## config.mk

```make
export PLATFORM = sky130hd
export DESIGN_NAME = pcm_serial_port
export DESIGN_NICKNAME = d
export VERILOG_FILES = /design/src/rtl/pcm_port_pkg.sv /design/src/rtl/pcm_edge_det.sv /design/src/rtl/pcm_frame_classifier.sv /design/src/rtl/pcm_tx_shifter.sv /design/src/rtl/pcm_rx_shifter.sv /design/src/rtl/pcm_serial_port.sv
export SDC_FILE = /design/constraint.sdc
export NUM_CORES = 1
export LEC_CHECK = 0
export BUFFER_PORTS_ARGS = -buffer_cell sky130_fd_sc_hd__buf_2
export CAP_MARGIN = 20
export CORE_ASPECT_RATIO = 2
export CORE_MARGIN = 5
export CORE_UTILIZATION = 55
export CTS_CLUSTER_DIAMETER = 60
export DETAILED_ROUTE_END_ITERATION = 16
export HOLD_SLACK_MARGIN = 0.15
export PLACE_DENSITY_LB_ADDON = 0.15
export REMOVE_ABC_BUFFERS = 1
export SYNTH_ARGS = -nofsm -noshare
export SYNTH_HDL_FRONTEND = slang
export SYNTH_SLANG_ARGS = --single-unit
```

## constraint.sdc

```tcl
create_clock -name clk -period 4.23 [get_ports clk]
set_input_delay 0.2115 -clock clk [delete_from_list [all_inputs] [get_ports clk]]
set_output_delay 0.2115 -clock clk [all_outputs]
set_load 0.01 [all_outputs]
```

## src/rtl/pcm_port_pkg.sv

```systemverilog
// Package: shared types of the PCM serial port.
package pcm_port_pkg;
    // Frame timing chosen from the measured transmit sync width.
    typedef enum logic {
        FRM_SHORT = 1'b0,
        FRM_LONG  = 1'b1
    } frame_mode_e;
endpackage

```

## src/rtl/pcm_edge_det.sv

```systemverilog
// Module: pcm_edge_det
// Registers each sampled level once and flags its rising and falling edges.
// Assumes the inputs are already synchronous to clk (bit clocks are slow
// and are produced in the clk domain).
module pcm_edge_det #(
    parameter int WIDTH = 4
) (
    input  logic             clk,
    input  logic             rst_n,
    input  logic [WIDTH-1:0] sig,
    output logic [WIDTH-1:0] rise,
    output logic [WIDTH-1:0] fall,
    output logic [WIDTH-1:0] prev
);
    for (genvar i = 0; i < WIDTH; i++) begin : g_bit
        // Hold the previous sample of this line.
        always_ff @(posedge clk) begin
            if (!rst_n) prev[i] <= 1'b0;
            else        prev[i] <= sig[i];
        end
        assign rise[i] = sig[i] & ~prev[i];
        assign fall[i] = ~sig[i] & prev[i];
    end
endmodule

```

## src/rtl/pcm_frame_classifier.sv

```systemverilog
// Module: pcm_frame_classifier
// Counts the falling bit-clock edges seen while the transmit sync is high
// and, when the pulse ends, selects long timing if the count reached
// LONG_MIN, short timing otherwise. Starts in short timing.
module pcm_frame_classifier
    import pcm_port_pkg::*;
#(
    parameter int LONG_MIN = 3
) (
    input  logic        clk,
    input  logic        rst_n,
    input  logic        bclk_fall,
    input  logic        fs_lvl,
    input  logic        fs_fall,
    output frame_mode_e mode
);
    localparam int HW = $clog2(LONG_MIN + 1);

    logic [HW-1:0] hi_cnt;

    // Measure the pulse and commit the mode at its end.
    always_ff @(posedge clk) begin
        if (!rst_n) begin
            hi_cnt <= '0;
            mode   <= FRM_SHORT;
        end else if (fs_fall) begin
            mode   <= (hi_cnt >= HW'(LONG_MIN)) ? FRM_LONG : FRM_SHORT;
            hi_cnt <= '0;
        end else if (bclk_fall && fs_lvl && hi_cnt < HW'(LONG_MIN)) begin
            hi_cnt <= hi_cnt + 1'b1;
        end
    end

    // timing only changes at the end of a transmit sync pulse.
    a_r3_mode_changes_at_sync_end: assert property (@(posedge clk) disable iff (!rst_n)
        !$stable(mode) |-> $past(fs_fall))
        else $error("R3 mode changed away from a sync end");
endmodule

```

## src/rtl/pcm_tx_shifter.sv

```systemverilog
// Module: pcm_tx_shifter
// Transmit slot: pipelines the code by one sync pulse, picks the slot start
// and end by the current frame timing, shifts MSB first and holds the
// driver off until PWRUP_SYNCS sync pulses have been seen.
module pcm_tx_shifter
    import pcm_port_pkg::*;
#(
    parameter int CODE_W      = 8,
    parameter int PWRUP_SYNCS = 2
) (
    input  logic              clk,
    input  logic              rst_n,
    input  frame_mode_e       mode,
    input  logic              bclk_lvl,
    input  logic              bclk_prev,
    input  logic              bclk_rise,
    input  logic              bclk_fall,
    input  logic              fs_lvl,
    input  logic              fs_prev,
    input  logic              fs_rise,
    input  logic [CODE_W-1:0] code_in,
    output logic              dout,
    output logic              oe,
    output logic              slot_n
);
    localparam int CNT_W  = $clog2(CODE_W + 1);
    localparam int GATE_W = $clog2(PWRUP_SYNCS + 1);

    logic [CODE_W-1:0] pend_code, send_code, shift_q, load_code;
    logic [CNT_W-1:0]  bit_cnt;
    logic [GATE_W-1:0] seen_q;
    logic active_q, done_q, armed_q, taken_q, oe_q;
    logic start_short, start_long, start, last_fall, finish, gate_next;

    always_comb begin
        start_short = (mode == FRM_SHORT) && armed_q && bclk_rise && !active_q;
        start_long  = (mode == FRM_LONG) && fs_lvl && bclk_lvl
                      && !(fs_prev && bclk_prev) && !taken_q && !active_q;
        start       = start_short || start_long;
        last_fall   = bclk_fall && (bit_cnt == CNT_W'(CODE_W));
        finish      = active_q && (done_q || last_fall)
                      && ((mode == FRM_SHORT) || !fs_lvl);
        load_code   = fs_rise ? pend_code : send_code;
        gate_next   = (seen_q >= GATE_W'(PWRUP_SYNCS))
                      || (fs_rise && (seen_q >= GATE_W'(PWRUP_SYNCS - 1)));
    end

    // Code pipeline: a code taken at one sync rise is sent at the next.
    always_ff @(posedge clk) begin
        if (!rst_n) begin
            pend_code <= '0;
            send_code <= '0;
        end else if (fs_rise) begin
            send_code <= pend_code;
            pend_code <= code_in;
        end
    end

    // Count sync pulses since reset, saturating at the power-up hold.
    always_ff @(posedge clk) begin
        if (!rst_n)                                        seen_q <= '0;
        else if (fs_rise && seen_q < GATE_W'(PWRUP_SYNCS)) seen_q <= seen_q + 1'b1;
    end

    // Short arm on a sampled-high sync; long one-shot guard per pulse.
    always_ff @(posedge clk) begin
        if (!rst_n) begin
            armed_q <= 1'b0;
            taken_q <= 1'b0;
        end else begin
            if (start_short)
                armed_q <= 1'b0;
            else if (bclk_fall && fs_lvl && mode == FRM_SHORT && !active_q)
                armed_q <= 1'b1;
            if (!fs_lvl)        taken_q <= 1'b0;
            else if (start_long) taken_q <= 1'b1;
        end
    end

    // Slot control: load, shift on rising edges, end by the mode's rule.
    always_ff @(posedge clk) begin
        if (!rst_n) begin
            active_q <= 1'b0;
            done_q   <= 1'b0;
            oe_q     <= 1'b0;
            bit_cnt  <= '0;
            shift_q  <= '0;
        end else if (start) begin
            active_q <= 1'b1;
            done_q   <= 1'b0;
            bit_cnt  <= CNT_W'(1);
            shift_q  <= load_code;
            oe_q     <= gate_next;
        end else if (finish) begin
            active_q <= 1'b0;
            done_q   <= 1'b0;
            oe_q     <= 1'b0;
        end else if (active_q) begin
            if (bclk_rise && bit_cnt < CNT_W'(CODE_W)) begin
                shift_q <= {shift_q[CODE_W-2:0], 1'b0};
                bit_cnt <= bit_cnt + 1'b1;
            end
            if (last_fall) done_q <= 1'b1;
        end
    end

    assign oe     = oe_q;
    assign dout   = oe_q & shift_q[CODE_W-1];
    assign slot_n = ~oe_q;

    // the driver only turns on while the bit clock is high.
    a_r4_enable_on_high_clock: assert property (@(posedge clk) disable iff (!rst_n)
        $rose(oe_q) |-> $past(bclk_lvl))
        else $error("R4 enable without a high bit clock");
    // never more than CODE_W bits in a slot.
    a_r2_bit_count_bounded: assert property (@(posedge clk) disable iff (!rst_n)
        bit_cnt <= CNT_W'(CODE_W))
        else $error("R2 bit count overflow");
    // in long timing the driver stays on while the sync is high.
    a_r5_long_drop_waits_sync: assert property (@(posedge clk) disable iff (!rst_n)
        ($fell(oe_q) && $past(mode) == FRM_LONG) |-> !$past(fs_lvl))
        else $error("R5 long slot ended with sync high");
    // silent until the power-up hold has passed.
    a_r9_silent_until_hold: assert property (@(posedge clk) disable iff (!rst_n)
        (seen_q < GATE_W'(PWRUP_SYNCS)) |-> !oe_q)
        else $error("R9 driver on before hold passed");
endmodule

```

## src/rtl/pcm_rx_shifter.sv

```systemverilog
// Module: pcm_rx_shifter
// Receive slot: armed by the sync according to the frame timing, latches
// CODE_W bits MSB first on falling bit-clock edges, then strobes the byte.
module pcm_rx_shifter
    import pcm_port_pkg::*;
#(
    parameter int CODE_W = 8
) (
    input  logic              clk,
    input  logic              rst_n,
    input  frame_mode_e       mode,
    input  logic              bclk_fall,
    input  logic              fs_lvl,
    input  logic              fs_rise,
    input  logic              din,
    output logic [CODE_W-1:0] data,
    output logic              valid
);
    localparam int CNT_W = $clog2(CODE_W + 1);

    logic [CNT_W-1:0]  left_q;
    logic [CODE_W-1:0] shift_q;
    logic trig;

    always_comb begin
        trig = (left_q == '0)
               && (((mode == FRM_SHORT) && bclk_fall && fs_lvl)
                   || ((mode == FRM_LONG) && fs_rise));
    end

    // Arm, collect bits, publish the byte with a single-cycle strobe.
    always_ff @(posedge clk) begin
        if (!rst_n) begin
            left_q  <= '0;
            shift_q <= '0;
            data    <= '0;
            valid   <= 1'b0;
        end else begin
            valid <= 1'b0;
            if (left_q != '0) begin
                if (bclk_fall) begin
                    shift_q <= {shift_q[CODE_W-2:0], din};
                    left_q  <= left_q - 1'b1;
                    if (left_q == CNT_W'(1)) begin
                        data  <= {shift_q[CODE_W-2:0], din};
                        valid <= 1'b1;
                    end
                end
            end else if (trig) begin
                left_q <= CNT_W'(CODE_W);
            end
        end
    end

    // the strobe never lasts two cycles.
    a_r6_valid_one_cycle: assert property (@(posedge clk) disable iff (!rst_n)
        valid |=> !valid)
        else $error("R6 strobe longer than one cycle");
    // bits left never exceed a byte.
    a_r6_left_bounded: assert property (@(posedge clk) disable iff (!rst_n)
        left_q <= CNT_W'(CODE_W))
        else $error("R6 receive counter overflow");
endmodule

```

## src/rtl/pcm_serial_port.sv

```systemverilog
// Module: pcm_serial_port (top)
// Samples bit clocks and syncs, selects the receive bit clock, classifies
// frame timing from the transmit sync and runs both slot engines.
// Assumes clk is several times faster than either bit clock.
module pcm_serial_port
    import pcm_port_pkg::*;
#(
    parameter int CODE_W      = 8,
    parameter int LONG_MIN    = 3,
    parameter int PWRUP_SYNCS = 2
) (
    input  logic              clk,
    input  logic              rst_n,
    input  logic              bclk_x,
    input  logic              bclk_r,
    input  logic              fsync_x,
    input  logic              fsync_r,
    input  logic              rx_clk_sel,
    input  logic              rx_din,
    input  logic [CODE_W-1:0] tx_code,
    output logic              tx_dout,
    output logic              tx_oe,
    output logic              tslot_n,
    output logic [CODE_W-1:0] rx_data,
    output logic              rx_valid
);
    localparam int NLINES = 4;
    localparam int I_BX = 0, I_FX = 1, I_BR = 2, I_FR = 3;

    logic [NLINES-1:0] lines, rise, fall, prev;
    logic rx_bclk;
    frame_mode_e mode;

    assign rx_bclk = rx_clk_sel ? bclk_x : bclk_r;
    assign lines   = {fsync_r, rx_bclk, fsync_x, bclk_x};

    pcm_edge_det #(.WIDTH(NLINES)) u_edges (
        .clk(clk), .rst_n(rst_n), .sig(lines),
        .rise(rise), .fall(fall), .prev(prev)
    );

    pcm_frame_classifier #(.LONG_MIN(LONG_MIN)) u_class (
        .clk(clk), .rst_n(rst_n), .bclk_fall(fall[I_BX]),
        .fs_lvl(fsync_x), .fs_fall(fall[I_FX]), .mode(mode)
    );

    pcm_tx_shifter #(.CODE_W(CODE_W), .PWRUP_SYNCS(PWRUP_SYNCS)) u_tx (
        .clk(clk), .rst_n(rst_n), .mode(mode),
        .bclk_lvl(bclk_x), .bclk_prev(prev[I_BX]),
        .bclk_rise(rise[I_BX]), .bclk_fall(fall[I_BX]),
        .fs_lvl(fsync_x), .fs_prev(prev[I_FX]), .fs_rise(rise[I_FX]),
        .code_in(tx_code), .dout(tx_dout), .oe(tx_oe), .slot_n(tslot_n)
    );

    pcm_rx_shifter #(.CODE_W(CODE_W)) u_rx (
        .clk(clk), .rst_n(rst_n), .mode(mode),
        .bclk_fall(fall[I_BR]), .fs_lvl(fsync_r), .fs_rise(rise[I_FR]),
        .din(rx_din), .data(rx_data), .valid(rx_valid)
    );
endmodule

```

* After elaboration in Yosys (flattened, before gate mapping) *
Cells that the tools add are included.

storage, ports and cells
  word-level logic and storage cells = 120
  input port bits = 16
  flip-flop bits (word level) = 62
  output and inout bits = 12

cells by class
  multiplexer cells = 18
  equal/unequal tests = 4
  $lt $le $gt $ge = 6
  $add $sub $neg = 4
  reductions and logical operators = 50
  bitwise gates (word level) = 17

operators by type and width
  kind                 count
  $mux 8               5
  $logic_and 1x1->1    23
  $mux 4               3
  $reduce_and 3->1     4
  $mux 1               10
  $not 1->1            10
  $reduce_and 2->1     4
  $reduce_bool 2->1    4
  $and 1x1->1          7
  $reduce_or 2->1      3
  $logic_or 1x1->1     5
  $add 2x1->2 const B  2
  $add 4x1->4 const B  1
  $eq 4x1->1 const B   1
  $eq 4x4->1 const B   1
  $ge 2x2->1 const B   2
  $logic_not 1->1      4
  $logic_not 4->1      1
  $lt 2x2->1 const B   2
  $lt 4x4->1 const B   1
  $ne 2x1->1 const B   2
  $reduce_bool 4->1    1
  $sub 4x1->4 const B  1
  $reduce_or 3->1      1
  $ge 2x1->1 const B   1

* Depth between registers and ports, before layout *
  depth after elaboration = 9
  depth in mapped cells = 6
  gate-level depth less buffers = 6

* Cells and area by module *
A second synthesis with hierarchy kept.

unflattened totals
  cells, all modules = 270
  area total of the unflattened synthesis = 2700.1 µm²

by module, submodules not included
  module                cells each  instances  seq. area each (µm²)  area an instance (µm²)
  pcm_tx_shifter        155         1          700.7                 1581.5
  pcm_rx_shifter        85          1          400.4                 799.5
  pcm_edge_det          16          1          80.1                  155.1
  pcm_frame_classifier  13          1          60.1                  148.9
  pcm_serial_port       1           1          0.0                   15.0

* Least setup slack after synthesis *
No wires, ideal clock.

  path type = reg2reg
  start = register u_rx.left_q[1]
  end = register u_rx.shift_q[3]
  library setup time = 128 ps
  setup slack = 2792 ps
  stages on the path, launching flop included = 5
  clock period less this slack = 1438 ps
  buffers on the path = 0
  data required time = 4102 ps
  arrival time = 1310 ps
  cell sequence = dfxtp_1 > or3_4 > o211ai_4 > mux2i_1 > nor2_1

between the ends
  longest elaborated chain between the ends = 2

RTL lines
  item                               RTL line              RTL
  from (decl)                        pcm_rx_shifter.sv:21  logic [CNT_W-1:0] left_q;
  from (signal assigned)             pcm_rx_shifter.sv:43  left_q <= left_q - 1'b1;
  from (signal assigned)             pcm_rx_shifter.sv:50  left_q <= CNT_W'(CODE_W);
  $reduce_bool 4->1                  pcm_rx_shifter.sv:40  if (left_q != '0) begin
  $reduce_and 2->1 (no source line)  n/a
  to (signal assigned)               pcm_rx_shifter.sv:42  shift_q <= {shift_q[CODE_W-2:0], din};
  to (decl)                          pcm_rx_shifter.sv:22  logic [CODE_W-1:0] shift_q;

Every way passes these cells.
A chain may end at the register's enable or synchronous reset.

* Worst setup path in the final report *
  start = register u_tx.active_q
  end = register u_tx.shift_q[6]

between the ends
  longest elaborated chain between the ends = 5
  elaborated cells between the ends (all ways) = 11
  classes of those cells = eq/ne: 1; mux: 1; reduce/logical: 9

RTL lines
  item                                                              RTL line                                    RTL
  from (decl)                                                       pcm_tx_shifter.sv:32                        logic active_q, done_q, armed_q, taken_q, oe_q;
  from (signal assigned)                                            pcm_tx_shifter.sv:83                        active_q <= 1'b0;
  from (signal assigned)                                            pcm_tx_shifter.sv:89                        active_q <= 1'b1;
  from (signal assigned)                                            pcm_tx_shifter.sv:95                        active_q <= 1'b0;
  $logic_not 1->1                                                   pcm_tx_shifter.sv:36, pcm_tx_shifter.sv:38
  $logic_and 1x1->1 (on tied branches)                              pcm_tx_shifter.sv:36, pcm_tx_shifter.sv:38
  $logic_or 1x1->1                                                  pcm_tx_shifter.sv:39                        start = start_short || start_long;
  $ne 2x1->1 (no source line) or $reduce_bool 2->1 (tied branches)  n/a
  $reduce_and 3->1 (no source line)                                 n/a
  to (signal assigned)                                              pcm_tx_shifter.sv:92                        shift_q <= load_code;
  to (signal assigned)                                              pcm_tx_shifter.sv:100                       shift_q <= {shift_q[CODE_W-2:0], 1'b0};
  to (decl)                                                         pcm_tx_shifter.sv:29                        logic [CODE_W-1:0] pend_code, send_code, shift_q, load_code;

Several ways; a longest one is shown, not always the timed one.

==> metrics.md <==
| Metric | Value |
|---|---|
| Setup TNS | `0 ns` |
| WP buf/inv | `0` |
| Slew HR | `~36%` |
| Post-synth EDFFs | `0` |
| Most frequent cells in the layout | `dfxtp_1 (62), nand2_1 (37), nor2_1 (32)` |
| Die height | `between 100 and 150 µm` |
| Final setup fails | `0` |
| Post-CTS setup buffer count | `0` |
| # hold bufs at CTS | `10` |
| Num rows | `35` |
| Antenna Cells | `0` |
| Clock Path Buffers | `2` |
| Share of layout cells above drive strength 1 | `17.4%` |
| Peak VDD IR | `between 0.0003 and 0.0004 V` |
| DR top layer | `met4` |
| Max cap viols | `0` |
| # nets final | `333` |
| CP Class | `reg -> reg` |
| Max H-tree Level | `3` |
| Average size of a mapped cell | `~9.5 µm²` |
| DRT antenna net count | `0` |
| Power density over the cells | `about 400 nW/µm²` |
| Pleak | `~1.3 nW` |
| Netlist cell types | `43` |
| Fill count | `approximately 420` |
| Slowest CP cell | `a32oi_2` |
| Clock network latency to the later pin of the worst-skew pair | `between 0.3 and 0.4 ns` |
| Vias per inst | `roughly 5.4` |
| Core area | `about 4600 µm²` |
| Avg WL per Cell | `12.8 µm` |
| Status | `complete, no violations` |
| Required @ worst endpoint | `about 4.5 ns` |
| Final Hold Viols | `0` |
| Final Core Density | `66.5%` |
| Unrepaired setup endpoints after global routing | `false` |
| Clock sink total | `slightly above 60` |
| Final min period | `2.05 ns` |
| Cell family with most CP delay | `compound AO/OA/AOI/OAI gates` |
| Clock root buffer | `clkbuf_8` |
| Gpl congestion | `0.820` |
| Crit start category | `register` |
| Largest net degree at the start of global routing | `48` |
| DIE AREA | `between 6000 and 7000 µm²` |
| Largest fanout on the critical path | `21` |
| Hold Slack | `0.213 ns` |
| Placement Setup Slack | `2.17 ns` |
| DP Wirelength | `between 3 and 4 mm` |
| Fin crit share | `48.5%` |
| Post-route non-filler standard cell count | `around 370` |
| Top-Level Pins | `28` |
| Total Power | `1.23 mW` |
| CTS Buf Count | `9` |
| GRT Util Overall | `between 15 and 20%` |
| Number of remaining DRC errors | `0` |
| CP Capture Type | `register` |
| Fmax achieved | `slightly below 0.5 GHz` |
| WL met1 | `approximately 2.0 mm` |
| First-pass GRT wire length | `8.22 mm` |
| Starting DRT DRC Count | `57` |
| Skew final | `approximately 0.011 ns` |
| CTS resizes | `0` |
| Slew @ Worst Pin | `about 0.96 ns` |
| Die width | `between 50 and 60 µm` |
| Routed length on met3 | `~220 µm` |
| Critical-path cell list | `and4b_1, a32oi_2, and3b_1, a211oi_1` |
| Layout area overhead | `17.3%` |
| Total number of vias | `roughly 2,000` |
| Gr ovfl total | `0` |
| Routed wire length | `roughly 4.8 mm` |
| Syn Inst Count | `between 200 and 300` |
| Max Slew Vio Count | `0` |
| Slowest Stage Delay on Critical Path | `roughly 0.80 ns` |
| IO Port Bufs | `27` |
| Starting density of the core | `between 50 and 60%` |
| Most common flop cell mapped by yosys | `dfxtp_1` |
| DRT Pass-1 Iters | `4` |
| Seq cells post-synth | `62` |
| Hold WC Path Type | `in -> reg` |
| Placed Instance Area | `2770 µm²` |
| TritonCTS clock tree | `yes` |
| Placed Cells incl. Taps | `between 300 and 400` |
| Met2 Wirelength | `roughly 2.4 mm` |
| Worst-path clk slew | `~0.06 ns` |
| Synth warnings | `0` |
| Async S/R FF share, synth | `0%` |
| Vias in the first global route | `1,913` |
| Register area share after synthesis | `a little under half` |
| Arrival time at the worst endpoint | `around 2.3 ns` |
| Setup ws final | `roughly 2.2 ns` |
| Post-layout instance area | `3090 µm²` |
| Commonest non-fill, non-tap cell in the layout | `dfxtp_1` |
| Antenna violations before repair | `0` |
| Synthesized cell area | `between 2000 and 3000 µm²` |
[cell usage after synthesis, types with 3 or more instances]
library cell	count	area, µm²
ha_1	5	62.6
dfxtp_1	62	1240
a211oi_2	3	37.5
o21ai_0	3	15.0
nor2b_1	5	31.3
nand2b_1	3	18.8
xnor2_1	3	26.3
a21oi_1	23	115
mux2i_1	30	300
and2_1	5	31.3
clkbuf_1	10	37.5
nand2_1	37	139
a211oi_1	6	45.0
inv_1	10	37.5
nor2_1	32	120
and3b_1	5	43.8
[layout make-up]
type,count,area (µm²),area share [%]
Clock inverter,6,86.3,2.80
Clock buffer,10,128,4.14
Inverter,10,37.5,1.22
Timing Repair Buffer,39,250,8.11
Multi-Input combinational cell,190,1270,41.3
Tap cell,55,68.8,2.23
Sequential cell,62,1240,40.2
[kinds of logic (layout without fill, tap and decap cells)]
kind of cell / after synthesis / in the layout / synth area share [%]
fa+ha+maj: 5 / 5 / 2.38
compound gates: 48 / 48 / 13.2
xor+xnor: 3 / 3 / 0.999
buf+inv: 25 / 65 / 4.38
simple gates: 103 / 103 / 19.6
flops: 62 / 62 / 47.2
mux: 31 / 31 / 12.3
[where the power goes]
part	leakage, nW	internal (mW)	total (mW)	switching, mW
clock network	0.106	0.331	0.553	0.222
registers	0.503	0.597	0.607	0.00968
logic	0.699	0.0337	0.0751	0.0414
total	1.31	0.961	1.23	0.273
[sequential cells by signal (all words and copies together) (netlist names)]
signal	cells
u_rx.data	8
u_tx.pend_code	8
u_tx.send_code	8
u_tx.shift_q	8
u_rx.shift_q	7
u_edges.prev	4
u_rx.left_q	4
u_tx.bit_cnt	4
u_class.hi_cnt	2
u_tx.seen_q	2
u_class.mode	1
u_rx.valid	1
u_tx.active_q	1
u_tx.armed_q	1
u_tx.done_q	1
u_tx.oe	1
u_tx.taken_q	1
[final timing paths]
| path | cells past startpoint | endpoint | slack (ns) | startpoint |
|---|---|---|---|---|
| setup / recovery | 4 | u_tx.shift_q[6] | 2.18 | u_tx.active_q |
| hold / removal | 3 | u_edges.prev[2] | 0.21 | bclk_r |
| setup reg to reg | 4 | u_tx.shift_q[6] | 2.18 | u_tx.active_q |
| hold reg to reg | 2 | u_tx.send_code[3] | 0.45 | u_tx.send_code[3] |
[metal layers]
metal	up-vias	global-route usage, %
met1	929	19.7
li1	1031	-
met5	-	0
met3	12	3.60
met2	46	27.2
met4	0	9.24
[worst reg2reg max path: cells and delay by family (launching register included)]
family / cells / cell delay (ns)
AOI/OAI and AO/OA: 2 / 1.00
and+or+nand+nor: 2 / 0.52
DFF: 1 / 0.45
Power figures use the tool's default switching activity.
